==> src/rtl/gpio_pg_pkg.sv <==
package gpio_pg_pkg;
  localparam int WORD_W    = 32;
  localparam int BUF_WORDS = 16;
  localparam int PIN_N     = 4;
  localparam int IDX_W     = $clog2(BUF_WORDS);
  localparam int SAMP_W    = $clog2(WORD_W);

  typedef struct packed {
    logic              wrEn;
    logic              wrBuf;
    logic [IDX_W-1:0]  wrIdx;
    logic              shiftEn;
    logic              rdBuf;
    logic [IDX_W-1:0]  rdIdx;
    logic [SAMP_W-1:0] sampIdx;
  } pgCtl_t;
endpackage

==> src/rtl/pg_ctrl.sv <==
module pg_ctrl
  import gpio_pg_pkg::*;
#(
  parameter int PULSE_CYCLES = 15
) (
  input  logic       clk,
  input  logic       rstN,
  input  logic       wrValid,
  output logic       wrReady,
  input  logic       sampleStrobe,
  input  logic [1:0] laneSel,
  input  logic       eventEn,
  input  logic       overrunClr,
  output pgCtl_t     ctl,
  output logic       lastWordEvt,
  output logic       overrun
);
  localparam int CNT_W = $clog2(PULSE_CYCLES + 1);

  logic              fillSel, drainSel;
  logic [IDX_W-1:0]  fillCnt, rdIdx;
  logic [SAMP_W-1:0] sampIdx, lastSampIdx;
  logic [1:0]        bufFull, bufFullNxt;
  logic [CNT_W-1:0]  evtCnt;
  logic              wrFire, fillDone, shiftEn, lastSamp, lastWord, bufDone;

  always_comb begin
    unique case (laneSel)
      2'd0:    lastSampIdx = SAMP_W'(WORD_W - 1);
      2'd1:    lastSampIdx = SAMP_W'(WORD_W / 2 - 1);
      default: lastSampIdx = SAMP_W'(WORD_W / 4 - 1);
    endcase
  end

  assign wrReady  = !bufFull[fillSel];
  assign wrFire   = wrValid && wrReady;
  assign fillDone = wrFire && (fillCnt == IDX_W'(BUF_WORDS - 1));
  assign shiftEn  = sampleStrobe && bufFull[drainSel];
  assign lastSamp = sampIdx >= lastSampIdx;
  assign lastWord = rdIdx == IDX_W'(BUF_WORDS - 1);
  assign bufDone  = shiftEn && lastSamp && lastWord;

  always_comb begin
    bufFullNxt = bufFull;
    if (fillDone) bufFullNxt[fillSel]  = 1'b1;
    if (bufDone)  bufFullNxt[drainSel] = 1'b0;
  end

  always_ff @(posedge clk) begin
    if (!rstN) begin
      fillSel <= 1'b0;
      fillCnt <= '0;
      bufFull <= '0;
    end else begin
      bufFull <= bufFullNxt;
      if (wrFire) begin
        fillCnt <= fillDone ? '0 : fillCnt + 1'b1;
        if (fillDone) fillSel <= !fillSel;
      end
    end
  end

  always_ff @(posedge clk) begin
    if (!rstN) begin
      drainSel <= 1'b0;
      rdIdx    <= '0;
      sampIdx  <= '0;
    end else if (shiftEn) begin
      if (lastSamp) begin
        sampIdx <= '0;
        rdIdx   <= lastWord ? '0 : rdIdx + 1'b1;
        if (lastWord) drainSel <= !drainSel;
      end else begin
        sampIdx <= sampIdx + 1'b1;
      end
    end
  end

  always_ff @(posedge clk) begin
    if (!rstN) begin
      evtCnt  <= '0;
      overrun <= 1'b0;
    end else begin
      if (shiftEn && eventEn && lastWord && sampIdx == '0)
        evtCnt <= CNT_W'(PULSE_CYCLES);
      else if (evtCnt != '0)
        evtCnt <= evtCnt - 1'b1;
      if (bufDone && !bufFull[!drainSel]) overrun <= 1'b1;
      else if (overrunClr)                overrun <= 1'b0;
    end
  end

  assign lastWordEvt = evtCnt != '0;

  always_comb begin
    ctl         = '0;
    ctl.wrEn    = wrFire;
    ctl.wrBuf   = fillSel;
    ctl.wrIdx   = fillCnt;
    ctl.shiftEn = shiftEn;
    ctl.rdBuf   = drainSel;
    ctl.rdIdx   = rdIdx;
    ctl.sampIdx = sampIdx;
  end

  AST_WR_BLOCKED: assert property (@(posedge clk) disable iff (!rstN)
    (bufFull == 2'b11) |-> !wrReady);
  AST_EVT_SOURCE: assert property (@(posedge clk) disable iff (!rstN)
    $rose(lastWordEvt) |-> $past(eventEn && sampleStrobe));
  AST_OVR_STICKY: assert property (@(posedge clk) disable iff (!rstN)
    (overrun && !overrunClr) |=> overrun);
  AST_DRAIN_NEEDS_FILL: assert property (@(posedge clk) disable iff (!rstN)
    (bufFull == 2'b00) |=> $stable(rdIdx) && $stable(sampIdx));
endmodule

==> src/rtl/pg_datapath.sv <==
module pg_datapath
  import gpio_pg_pkg::*;
(
  input  logic              clk,
  input  logic              rstN,
  input  pgCtl_t            ctl,
  input  logic [WORD_W-1:0] wrData,
  input  logic [1:0]        laneSel,
  output logic [PIN_N-1:0]  pinOut
);
  logic [WORD_W-1:0] store [2][BUF_WORDS];
  logic [WORD_W-1:0] curWord, shifted;
  logic [PIN_N-1:0]  laneMask, nextPins;

  for (genvar b = 0; b < 2; b++) begin : g_store
    always_ff @(posedge clk) begin
      if (ctl.wrEn && ctl.wrBuf == b[0])
        store[b][ctl.wrIdx] <= wrData;
    end
  end

  assign curWord = store[ctl.rdBuf][ctl.rdIdx];

  always_comb begin
    unique case (laneSel)
      2'd0:    shifted = curWord >> ctl.sampIdx;
      2'd1:    shifted = curWord >> {ctl.sampIdx[SAMP_W-2:0], 1'b0};
      default: shifted = curWord >> {ctl.sampIdx[SAMP_W-3:0], 2'b00};
    endcase
  end

  for (genvar l = 0; l < PIN_N; l++) begin : g_lane
    assign laneMask[l] = (l == 0) || (l == 1 && laneSel != 2'd0) || (laneSel[1]);
  end

  assign nextPins = shifted[PIN_N-1:0] & laneMask;

  always_ff @(posedge clk) begin
    if (!rstN)            pinOut <= '0;
    else if (ctl.shiftEn) pinOut <= nextPins;
  end

  AST_UNUSED_PINS: assert property (@(posedge clk) disable iff (!rstN)
    (ctl.shiftEn && laneSel == 2'd0) |=> (pinOut[PIN_N-1:1] == '0));
endmodule

==> src/rtl/gpio_pattern_gen.sv <==
module gpio_pattern_gen
  import gpio_pg_pkg::*;
#(
  parameter int PULSE_CYCLES = 15
) (
  input  logic        clk,
  input  logic        rstN,
  input  logic        wrValid,
  input  logic [31:0] wrData,
  output logic        wrReady,
  input  logic        sampleStrobe,
  input  logic [1:0]  laneSel,
  input  logic        eventEn,
  input  logic        overrunClr,
  output logic [3:0]  pinOut,
  output logic        lastWordEvt,
  output logic        overrun
);
  pgCtl_t ctl;

  pg_ctrl #(.PULSE_CYCLES(PULSE_CYCLES)) u_ctrl (
    .clk(clk), .rstN(rstN), .wrValid(wrValid), .wrReady(wrReady),
    .sampleStrobe(sampleStrobe), .laneSel(laneSel), .eventEn(eventEn),
    .overrunClr(overrunClr), .ctl(ctl), .lastWordEvt(lastWordEvt),
    .overrun(overrun)
  );

  pg_datapath u_dp (
    .clk(clk), .rstN(rstN), .ctl(ctl), .wrData(wrData),
    .laneSel(laneSel), .pinOut(pinOut)
  );

  AST_HOLD_NO_STROBE: assert property (@(posedge clk) disable iff (!rstN)
    !sampleStrobe |=> $stable(pinOut));
endmodule

==> config.mk <==
export PLATFORM = sky130hd
export DESIGN_NAME = gpio_pattern_gen
export DESIGN_NICKNAME = d
export VERILOG_FILES = /design/src/rtl/gpio_pg_pkg.sv /design/src/rtl/pg_ctrl.sv /design/src/rtl/pg_datapath.sv /design/src/rtl/gpio_pattern_gen.sv
export SDC_FILE = /design/constraint.sdc
export NUM_CORES = 1
export LEC_CHECK = 0
export ABC_AREA = 1
export BUFFER_PORTS_ARGS = -buffer_cell sky130_fd_sc_hd__buf_2
export CORE_ASPECT_RATIO = 0.5
export CORE_MARGIN = 1.5
export CORE_UTILIZATION = 57
export CTS_CLUSTER_DIAMETER = 60
export DETAILED_ROUTE_END_ITERATION = 16
export PLACE_DENSITY_LB_ADDON = 0.1
export SLEW_MARGIN = 20
export SYNTH_ARGS = -nofsm -noshare
export SYNTH_HDL_FRONTEND = slang
export SYNTH_HIERARCHICAL = 1
export SYNTH_SLANG_ARGS = --single-unit
==> constraint.sdc <==
create_clock -name clk -period 2.86 [get_ports clk]
set_input_delay 0.286 -clock clk [delete_from_list [all_inputs] [get_ports clk]]
set_output_delay 0.286 -clock clk [all_outputs]
set_load 0.1 [all_outputs]
### Word level (Yosys, flattened, before mapping)

Memory sizes are Yosys's and may differ from the RTL's. A register that Yosys moved wholly into a read port is not among the register bits.
Cells that the tools add are included.

| word-level totals | value |
|---|---|
| memories kept | 1 |
| word-level logic and storage cells | 100 |
| input bits | 40 |
| output and inout port bits | 7 |
| RAM bits | 1024 |
| register bits | 26 |

Memory list:

| name | words | width | read ports | clocked after Yosys merged registers in | write ports | line | text |
|---|---|---|---|---|---|---|---|
| u_dp.store | 2 | 512 | 1 | 1 | 1 | pg_datapath.sv:11 | `logic [WORD_W-1:0] store [2][BUF_WORDS];` |

| operators by class | value |
|---|---|
| add/sub/neg operators | 4 |
| equality and inequality tests | 3 |
| shift-type cells | 3 |
| bitwise gates (word level) | 7 |
| reduce and logical (&&, ||, !) cells | 29 |
| multiplexer cells | 35 |
| magnitude comparators | 9 |

Operator list:

| cell | number |
|---|---|
| $mux W512 | 4 |
| $reduce_or A512 Y1 | 1 |
| $bmux W32 S4 | 1 |
| $demux W32 S4 | 1 |
| $mux W32 | 3 |
| $shr A32 B5 Y4 | 3 |
| $mux W4 | 4 |
| $mux W1 | 15 |
| $logic_and A1 B1 Y1 | 14 |
| $ge A5 B5 Y1 const B | 2 |
| $not A4 Y5 | 2 |
| $pmux W5 S2 | 1 |
| $add A4 B1 Y4 const B | 2 |
| $eq A4 B4 Y1 const B | 2 |
| $pmux W4 S2 | 1 |
| $lt A1 B2 Y1 const B | 3 |
| $reduce_bool A2 Y1 | 3 |
| $add A5 B1 Y5 const B | 1 |
| $ge A5 B5 Y1 | 1 |
| $logic_not A5 Y1 | 1 |
| $lt A5 B1 Y1 const B | 1 |
| $mux W5 | 1 |
| $and A4 B4 Y4 | 1 |
| $logic_not A1 Y1 | 4 |
| other kinds (14) | 18 |

### Logic depth before layout (Yosys ltp)

Gate-level depths: netlist of the first run.

| logic depth | value |
|---|---|
| word-level depth | 9 |
| gate-level depth with buffers | 21 |
| gate-level depth less buffers | 17 |

### Hierarchy

Netlist of the first run, hierarchy kept.

By module, submodules not included:

| module | cells an instance | instances | area an instance (um^2) |
|---|---|---|---|
| pg_datapath | 3693 | 1 | 42608.4 |
| pg_ctrl | 178 | 1 | 1278.7 |

### Worst setup path after synthesis of the first run

Ideal clock, no wire load.

| timing | value |
|---|---|
| kind | register to register |
| from | register u_ctrl.fillSel |
| to | memory u_dp/store[0][224] (netlist bit), enable pin |
| slack | -0.125 ns |
| arrival | 2.564 ns |
| clock period less this slack | 2.985 ns |
| buffers on the path | 2 |
| cell stages (with the launch flop) | 9 |
| cell sequence | dfxtp_1 > inv_1 > nand2_1 > nand3_2 > inv_1 > buf_4 > nand2_1 > clkbuf_1 > nor2_1 |

| between the ends | value |
|---|---|
| longest elaborated chain between the ends | 9 |

RTL lines:

| item | line | text |
|---|---|---|
| start: declaration | pg_ctrl.sv:20 | `logic fillSel, drainSel;` |
| start signal: assignment | pg_ctrl.sv:58 | `if (fillDone) fillSel <= !fillSel;` |
| $mux W1 (implied by the code) * (2 in series) | pg_ctrl.sv:35 | `assign wrReady = !bufFull[fillSel];` |
| $logic_not A1 Y1 * | pg_ctrl.sv:35 |  |
| $logic_and A1 B1 Y1 * | pg_ctrl.sv:36 | `assign wrFire = wrValid && wrReady;` |
| net u_ctrl.wrFire | pg_ctrl.sv:25 | `logic wrFire, fillDone, shiftEn, lastSamp, lastWord, bufDone;` |
| $logic_and A1 B1 Y1 | pg_datapath.sv:17 | `if (ctl.wrEn && ctl.wrBuf == b[0])` |
| $mux W1 | pg_datapath.sv:17 |  |
| $mux W512 (implied by the code) | pg_datapath.sv:18 | `store[b][ctl.wrIdx] <= wrData;` |
| $reduce_or A512 Y1 (no line) | - |  |
| $mux W1 (no line) / $mux W512 (equally long branches) | - |  |
| end: declaration | pg_datapath.sv:11 |  |

The timed path passes the listed nets; every way through them passes the cells marked *. The select of a mux whose other input is x is not followed.

### Worst setup path after layout of the first run

| timing | value |
|---|---|
| from | register u_ctrl.drainSel |
| to | register u_dp.pinOut[2] |

| between the ends | value |
|---|---|
| longest elaborated chain between the ends | 3 |

RTL lines:

| item | line | text |
|---|---|---|
| start: declaration | pg_ctrl.sv:20 |  |
| start signal: assignment | pg_ctrl.sv:72 | `if (lastWord) drainSel <= !drainSel;` |
| $mux W1 (implied by the code) (2 in series) | pg_ctrl.sv:38 | `assign shiftEn = sampleStrobe && bufFull[drainSel];` |
| $logic_and A1 B1 Y1 | pg_ctrl.sv:38 |  |
| end signal: assignment | pg_datapath.sv:40 | `else if (ctl.shiftEn) pinOut <= nextPins;` |
| end: declaration | pg_datapath.sv:9 | `output logic [PIN_N-1:0] pinOut` |

No other way between the ends. The select of a mux whose other input is x is not followed.
A chain may end at the register's enable or synchronous reset.

==> results of run 1 <==
-- registers in the layout (all words and copies together) (netlist names) --
name             cells
u_ctrl/bufFull       2
u_ctrl/sampIdx       5
u_ctrl/fillSel       1
u_ctrl/evtCnt        4
u_ctrl/drainSel      1
u_dp/pinOut          4
u_ctrl/overrun       1
u_ctrl/fillCnt       4
u_dp/store        1024
u_ctrl/rdIdx         4
-- worst reg2reg max path, cell delays in order, from the launching register on --
cell	delay [ns]
dfxtp_4	0.47
buf_12	0.24
buf_4	0.32
nand2_1	0.09
nand3_1	0.09
nand3_1	0.07
nand2_1	0.09
nand2_1	0.05
nand3_1	0.35
nand3_1	0.22
nand3_1	0.13
nand3_1	0.09
nand2_1	0.08
nand3_1	0.07
nand2_1	0.08
nand2_1	0.06
a21oi_1	0.11
-- power by group through the flow --
stage	clock, mW	combinational [mW]	sequential, mW
floorplan	0	0.485	17.3
global placement	0	0.895	17.3
detailed placement	0	0.918	17.3
CTS	12.3	0.924	17.0
global route	12.9	1.02	17.0
finish	12.2	0.937	17.0
-- final cells by class --
| class | instances | share of cell area (%) |
|---|---|---|
| Multi-Input combinational cell | 2527 | 22.9 |
| Sequential cell | 1050 | 64.0 |
| Inverter | 55 | 0.481 |
| Clock buffer | 112 | 4.86 |
| Antenna cell | 1 | 0.00512 |
| Clock inverter | 51 | 1.01 |
| Timing Repair Buffer | 194 | 4.20 |
| Tap cell | 1022 | 2.61 |
-- final timing paths --
check / from / endpoint / slack, ns / cells after the start
max: u_ctrl/drainSel$_SDFFE_PN0P_ / u_dp/pinOut[2]$_SDFFE_PN0P_ / 0.18 / 16
min reg2reg: u_ctrl/overrun$_SDFFE_PN0P_ / u_ctrl/overrun$_SDFFE_PN0P_ / 0.47 / 2
min: wrValid / u_ctrl/fillCnt[1]$_SDFFE_PN0P_ / 0.04 / 4
max reg2reg: u_ctrl/drainSel$_SDFFE_PN0P_ / u_dp/pinOut[2]$_SDFFE_PN0P_ / 0.18 / 16
-- placed cells by master, fill, tap and decap left out, types with 2 or more instances in the layout --
| cell | netlist | routed |
|---|---|---|
| inv_6 | 0 | 2 |
| nand2_1 | 1392 | 1392 |
| dlygate4sd3_1 | 0 | 2 |
| o211ai_1 | 9 | 9 |
| buf_4 | 26 | 90 |
| edfxtp_1 | 1024 | 1024 |
| inv_1 | 50 | 48 |
| dfxtp_4 | 0 | 4 |
| o21a_1 | 3 | 3 |
| nor2_4 | 2 | 34 |
| buf_2 | 116 | 46 |
| clkbuf_16 | 0 | 92 |
| ha_1 | 8 | 8 |
| nor2_2 | 5 | 5 |
| clkinv_4 | 0 | 2 |
| clkinv_1 | 0 | 17 |
| dfxtp_1 | 26 | 21 |
| clkbuf_1 | 34 | 20 |
| clkinvlp_4 | 0 | 4 |
| nand3_2 | 4 | 4 |
| buf_12 | 0 | 55 |
| o21ai_0 | 25 | 25 |
| nand2_2 | 5 | 5 |
| nand3_1 | 921 | 921 |
| o21ai_1 | 3 | 3 |
| inv_2 | 4 | 4 |
| bufinv_16 | 0 | 9 |
| clkinv_2 | 0 | 17 |
| a21oi_1 | 29 | 29 |
| nand4_1 | 5 | 5 |
| nor2_1 | 103 | 71 |
| xor2_1 | 4 | 4 |
-- metrics by stage --
stage	std cells	worst slack (ns)
floorplan	3871	-0.125
global placement	4846	0.321
detailed placement	4846	0.288
CTS	5011	0.268
global route	5011	0.00241
finish	5012	0.182
-- logic make-up after synthesis --
family,Yosys count
xor+xnor,5
compound gates,72
fa+ha+maj,8
simple gates,2442
buf+inv,294
flops,1050
-- routing by layer --
| metal | up-vias | part of all wire, % | GRT usage, % |
|---|---|---|---|
| met5 | - | 0 | 0 |
| met3 | 220 | 12 | 6.44 |
| met1 | 15020 | 42 | 48.2 |
| met2 | 1757 | 44 | 48.2 |
| li1 | 13623 | - | - |
| met4 | 0 | 2.7 | 10.1 |
-- what timing repair did --
| action | 4_1_cts | 5_1_grt |
|---|---|---|
| hold buffers | 2 | 0 |
| endpoints found under the setup margin | 0 | 3 |
| buffers inserted | 0 | 0 |
| resized for setup | 0 | 1 |
| hold endpoints to repair | 7 | 0 |
==> impl_metrics.csv, run 1 <==
group,metric,value,unit
critical_path,crit_path_end_kind,"register",
critical_path,start_kind,"register",
sta,slew_headroom,54.5,%
power,max-vdd-ir-drop,0.608,mV
routing,post_drt_via_cell_ratio,6.11,
routing,dr.pass1.iters,6,
power,power_density,616,nW/um^2
critical_path,cp_max_fo,27,
sta,hold_slack,0.0397,ns
finish,fin_util,64.6,%
finish,finalInstanceArea,48900,sq um
synth,yosys.area.top_type,"edfxtp_1",
critical_path,path_common_cell,"nand3_1",
sta,rsz0062_at_grt,"false",
global_routing,gr-total-overflow,0,
routing,drtIter0Drc,4313,
synth,synth_top_family_by_area,"simple AND/OR/NAND/NOR gates",
synth,yosys.area_share.adder,0.228,%
place,dpl.hpwl,68800,microns
finish,drive_gt1_share,9.53,%
synth,avgSynthCellArea,11.3,sq um
synth,syn-cell-area,43900,sq um
power,internal_power,23.9,mW
clocking,cts_tree,"done",
synth,synth.top_cell.area_share,70.1,%
sta,finalHoldViolCount,0,
finish,areaGrowthSynthToFinish,11.5,%
routing,vias,30620,
critical_path,crit_path_max_incr_delay,0.47,ns
critical_path,crit_chain,"buf_12 -> buf_4 -> nand2_1 -> nand3_1 -> nand3_1 -> nand2_1 -> nand2_1 -> nand3_1 -> nand3_1 -> nand3_1 -> nand3_1 -> nand2_1 -> nand3_1 -> nand2_1 -> nand2_1 -> a21oi_1",
global_routing,grt_max_degree,130,
die,rows,71,
finish,final_nets,3966,
power,p_clk_share,40.5,%
worst_hold_path,hp-class,"in -> reg",
routing,drc,0,
global_routing,grt_pass1_wl,185000,microns
clocking,clock_latency,0.69,ns
finish,nFillCells,5766,
clocking,cts_sinks,1050,
routing,wire_per_inst,25.1,microns
clocking,cts_root_buf,"clkbuf_16",
sta,finalCritPeriodShare,93.6,%
synth,synth_compound_area_share,0.909,%
power,swShare,20.7,%
critical_path,path_buf_inv,2,
synth,synthCells,3871,
synth,synth_most_common_cell,"nand2_1",
synth,ys_seq_area_share,71.3,%
critical_path,criticalPathCategory,"reg -> reg",
clocking,cts_buffers,90,
die,die-area,78800,sq um
power,p_leak,17.6,nW
sta,finalMaxSlewViolations,0,
synth,muxShareOfSynthArea,0,%
clocking,cts_max_level,3,
die,initial_utilization,58.0,%
sta,worst_slew_pin_slew,0.683,ns
critical_path,worst_path_max_delay_cell,"dfxtp_4",
sta,skew,0.0298,ns
place,place.gp.congestion,0.965,
synth,async_flop_share,0,%
sta,tns,0,ns
sta,max_clock_freq,0.373,GHz
finish,multi_input_area,11200,sq um
synth,synth_cell_types,35,
global_routing,grt_pass1_vias,28356,
sta,finalSetupViolCount,0,
die,die_x,395,microns
power,pwr-share-comb,3.1,%
place,dpl_cell_area,46000,sq um
flow_run,cap_violations,0,
routing,wl,126000,microns
power,power.switching,6.24,mW
power,p_seq_share,56.4,%
synth,ys_ff_latch,1050,
die,ios,47,
synth,yosysWarnings,6,
power,finalPower,30.2,mW
synth,synth_common_cells,"nand2_1 (1392), edfxtp_1 (1024), nand3_1 (921)",
place,port-buffer-count,46,
synth,synth_edf_count,1024,
die,die_h,199,microns
global_routing,antenna_found_initial,0,
synth,synth_ff_type,"edfxtp_1",
routing,ant_nets,0,
finish,regArea,31300,sq um
critical_path,arrival,3.30,ns
critical_path,critical-path-top-delay-family,"simple AND/OR/NAND/NOR gates",
synth,synth_xor_area_share,0.0998,%
synth,synthSimpleGateAreaFrac,23.7,%
status,status,"complete, no violations",
die,coreArea,75700,sq um
synth,synth_nets,3919,
sta,layout_min_cycle_time,2.68,ns
critical_path,required,3.48,ns
global_routing,grt_usage,32.3,%
clocking,clk_path_buf_depth,3,
clocking,cts.clk_slew.worst_paths,0.07,ns
synth,synthTopCellsByArea,"edfxtp_1 (70%), nand2_1 (12%), nand3_1 (11%)",
Power figures use the tool's default switching activity.
==> run 2: changes to the inputs <==
- CAP_MARGIN: default -> 10
- CORE_UTILIZATION: 57 -> 63
- clock period: 2.86 -> 2.7 ns (I/O delays scaled with it)
==> impl_metrics.csv, run 2 (same netlist as run 1, synthesis figures left out) <==
group,metric,value,unit
critical_path,required,3.27,ns
global_routing,grt_pass1_wl,181000,microns
sta,rsz0062_at_grt,"true",
power,finalPower,31.3,mW
routing,post_drt_via_cell_ratio,6.29,
sta,layout_min_cycle_time,2.67,ns
place,place.gp.congestion,0.930,
power,max-vdd-ir-drop,0.477,mV
routing,wl,126000,microns
clocking,cts_sinks,1050,
die,ios,47,
sta,finalMaxSlewViolations,0,
critical_path,criticalPathCategory,"reg -> reg",
clocking,clock_latency,0.69,ns
die,initial_utilization,63.7,%
place,port-buffer-count,46,
place,dpl.hpwl,67700,microns
finish,nFillCells,4738,
routing,drt-met1-wl,49200,microns
global_routing,grt_pass1_vias,28291,
finish,diodes,0,
routing,drc,0,
global_routing,grt_max_degree,107,
finish,regArea,31300,sq um
die,die_h,190,microns
global_routing,antenna_found_initial,0,
critical_path,r2r-start,"u_ctrl/drainSel$_SDFFE_PN0P_",
critical_path,crit_path_max_incr_delay,0.44,ns
clocking,cts_buffers,87,
critical_path,r2r_end,"u_dp/pinOut[2]$_SDFFE_PN0P_",
critical_path,r2r_cells,18,
critical_path,start_kind,"register",
worst_hold_path,hold_start,"eventEn",
finish,final_nets,4007,
worst_hold_path,whs_path_depth,5,
die,die_x,376,microns
critical_path,path_common_cell,"nand2_1",
sta,finalHoldViolCount,0,
critical_path,crit_chain,"clkinv_16 -> buf_12 -> nand2_1 -> nand3_1 -> nand3_1 -> nand2_1 -> nand2_1 -> nand3_1 -> nand3_1 -> nand2_1 -> nand2_1 -> nand2_1 -> nor2_1 -> nand2_1 -> nand3_1 -> nand2_1 -> nand2_1 -> a21oi_1",
finish,finalInstanceArea,49100,sq um
clocking,cts.clk_slew.worst_paths,0.07,ns
finish,final_common_cell,"nand2_1",
critical_path,arrival,3.24,ns
worst_hold_path,holdPathEnd,"u_ctrl/evtCnt[0]$_SDFFE_PN0P_",
routing,vias,31050,
sta,finalSetupViolCount,0,
critical_path,r2r_slack,0.03,ns
sta,max_clock_freq,0.374,GHz
finish,multi_input_area,11300,sq um
finish,largest_register_ffs,1024,
power,power_density,637,nW/um^2
clocking,cts_root_buf,"clkbuf_16",
routing,wire_per_inst,25.5,microns
die,coreArea,68900,sq um
finish,fin_util,71.3,%
die,rows,68,
global_routing,gr-total-overflow,0,
sta,finalCritPeriodShare,98.9,%
place,dpl_cell_area,46200,sq um
critical_path,cp_max_fo,38,
finish,reg_top3,"u_dp/store: 1024 flops, u_ctrl/sampIdx: 5 flops",
finish,regMostFlops,"u_dp/store",
finish,layout_common_cells,"nand2_1 (1390), edfxtp_1 (1024), nand3_1 (910)",
sta,skew,0.0164,ns
finish,areaGrowthSynthToFinish,12.0,%
power,p_leak,17.8,nW
routing,wl_met2,55200,microns
sta,worst_slew_pin_slew,0.608,ns
routing,top_layer,"met4",
clocking,clk_path_buf_depth,3,
routing,ant_nets,0,
worst_hold_path,hp-class,"in -> reg",
sta,slew_headroom,59.4,%
die,die-area,71400,sq um
status,status,"complete, no violations",
critical_path,crit_path_end_kind,"register",
flow_run,cap_violations,0,
global_routing,grt_usage,35.1,%
routing,drtIter0Drc,4737,
clocking,cts_tree,"done",
routing,wl_met3,16800,microns
clocking,cts_max_level,3,
finish,drive_gt1_share,10.6,%
critical_path,worst_path_max_delay_cell,"dfxtp_4",
routing,dr.pass1.iters,7,
run 2: cell types whose count changed in the layout (fill, tap and decap cells not counted), sizes merged:
cell	delta
clkbuf	+2
bufinv	-4
dlygate4sd3	+2
clkinv	+4
buf	+38
clkinvlp	-2
diode	-1
run 2: area by class of cell:
| class | instances | share of cell area (%) |
|---|---|---|
| repair inverters | 1 | 0.0229 |
| clock inverters | 48 | 0.769 |
| multi-input cells | 2527 | 22.9 |
| clock buffers | 111 | 4.70 |
| flip-flops and latches | 1050 | 63.7 |
| well taps | 910 | 2.32 |
| repair buffers | 237 | 5.14 |
| inverters | 55 | 0.499 |
run 2: how the worst max path moves through the flow:
stage / startpoint / endpoint / slack, ns / cells past startpoint
final: u_ctrl/drainSel$_SDFFE_PN0P_ / u_dp/pinOut[2]$_SDFFE_PN0P_ / 0.03 / 18
after global placement: u_ctrl/drainSel$_SDFFE_PN0P_ / u_dp/pinOut[2]$_SDFFE_PN0P_ / 0.13 / 16
after detailed placement: u_ctrl/drainSel$_SDFFE_PN0P_ / u_dp/pinOut[2]$_SDFFE_PN0P_ / 0.10 / 16
after global routing: u_ctrl/drainSel$_SDFFE_PN0P_ / u_dp/pinOut[1]$_SDFFE_PN0P_ / -0.03 / 18
after CTS: u_ctrl/drainSel$_SDFFE_PN0P_ / u_dp/pinOut[2]$_SDFFE_PN0P_ / 0.08 / 16
after floorplan: u_ctrl/fillSel$_SDFFE_PN0P_ / u_dp/store[0][224]$_DFFE_PP_ / -0.29 / 8
run 2: where the power goes:
group	switching [mW]	internal, mW	leakage (nW)	total, mW
clock	5.74	6.55	1.32	12.3
sequential	0.0347	18.0	9.44	18.0
combinational	0.764	0.245	7.03	1.01
total	6.54	24.8	17.8	31.3
run 2: timing repair:
action / 4_1_cts / 5_1_grt
setup buffers: 0 / 2
resized for setup: 0 / 27
setup endpoints to repair: 0 / 4
hold buffers: 4 / 0
endpoints found under the hold margin: 13 / 0
run 2: layer usage:
metal	vias to the layer above	track usage (%)
met5	-	0
met2	2071	52.0
met4	0	12.4
li1	13700	-
met1	14977	51.6
met3	302	7.96
run 2: worst max-delay path: cells and delay by family, from the launching register on:
family | cells | cell delay (ns)
AO/OA/AOI/OAI | 1 | 0.05
buffers and inverters | 2 | 0.40
flip-flops | 1 | 0.44
AND/OR/NAND/NOR | 15 | 1.61
run 2: through the flow:
step	worst slack, ns	std cells	TNS (ns)	hold slack (ns)
final	0.0284	4939	0	0.0309
after global routing	-0.0266	4939	-0.0309	0.0605
after CTS	0.0818	4933	0	0.00327
after detailed placement	0.105	4770	0	0.468
after global placement	0.133	4770	0	0.452
after floorplan	-0.285	3871	-208.57	0.369
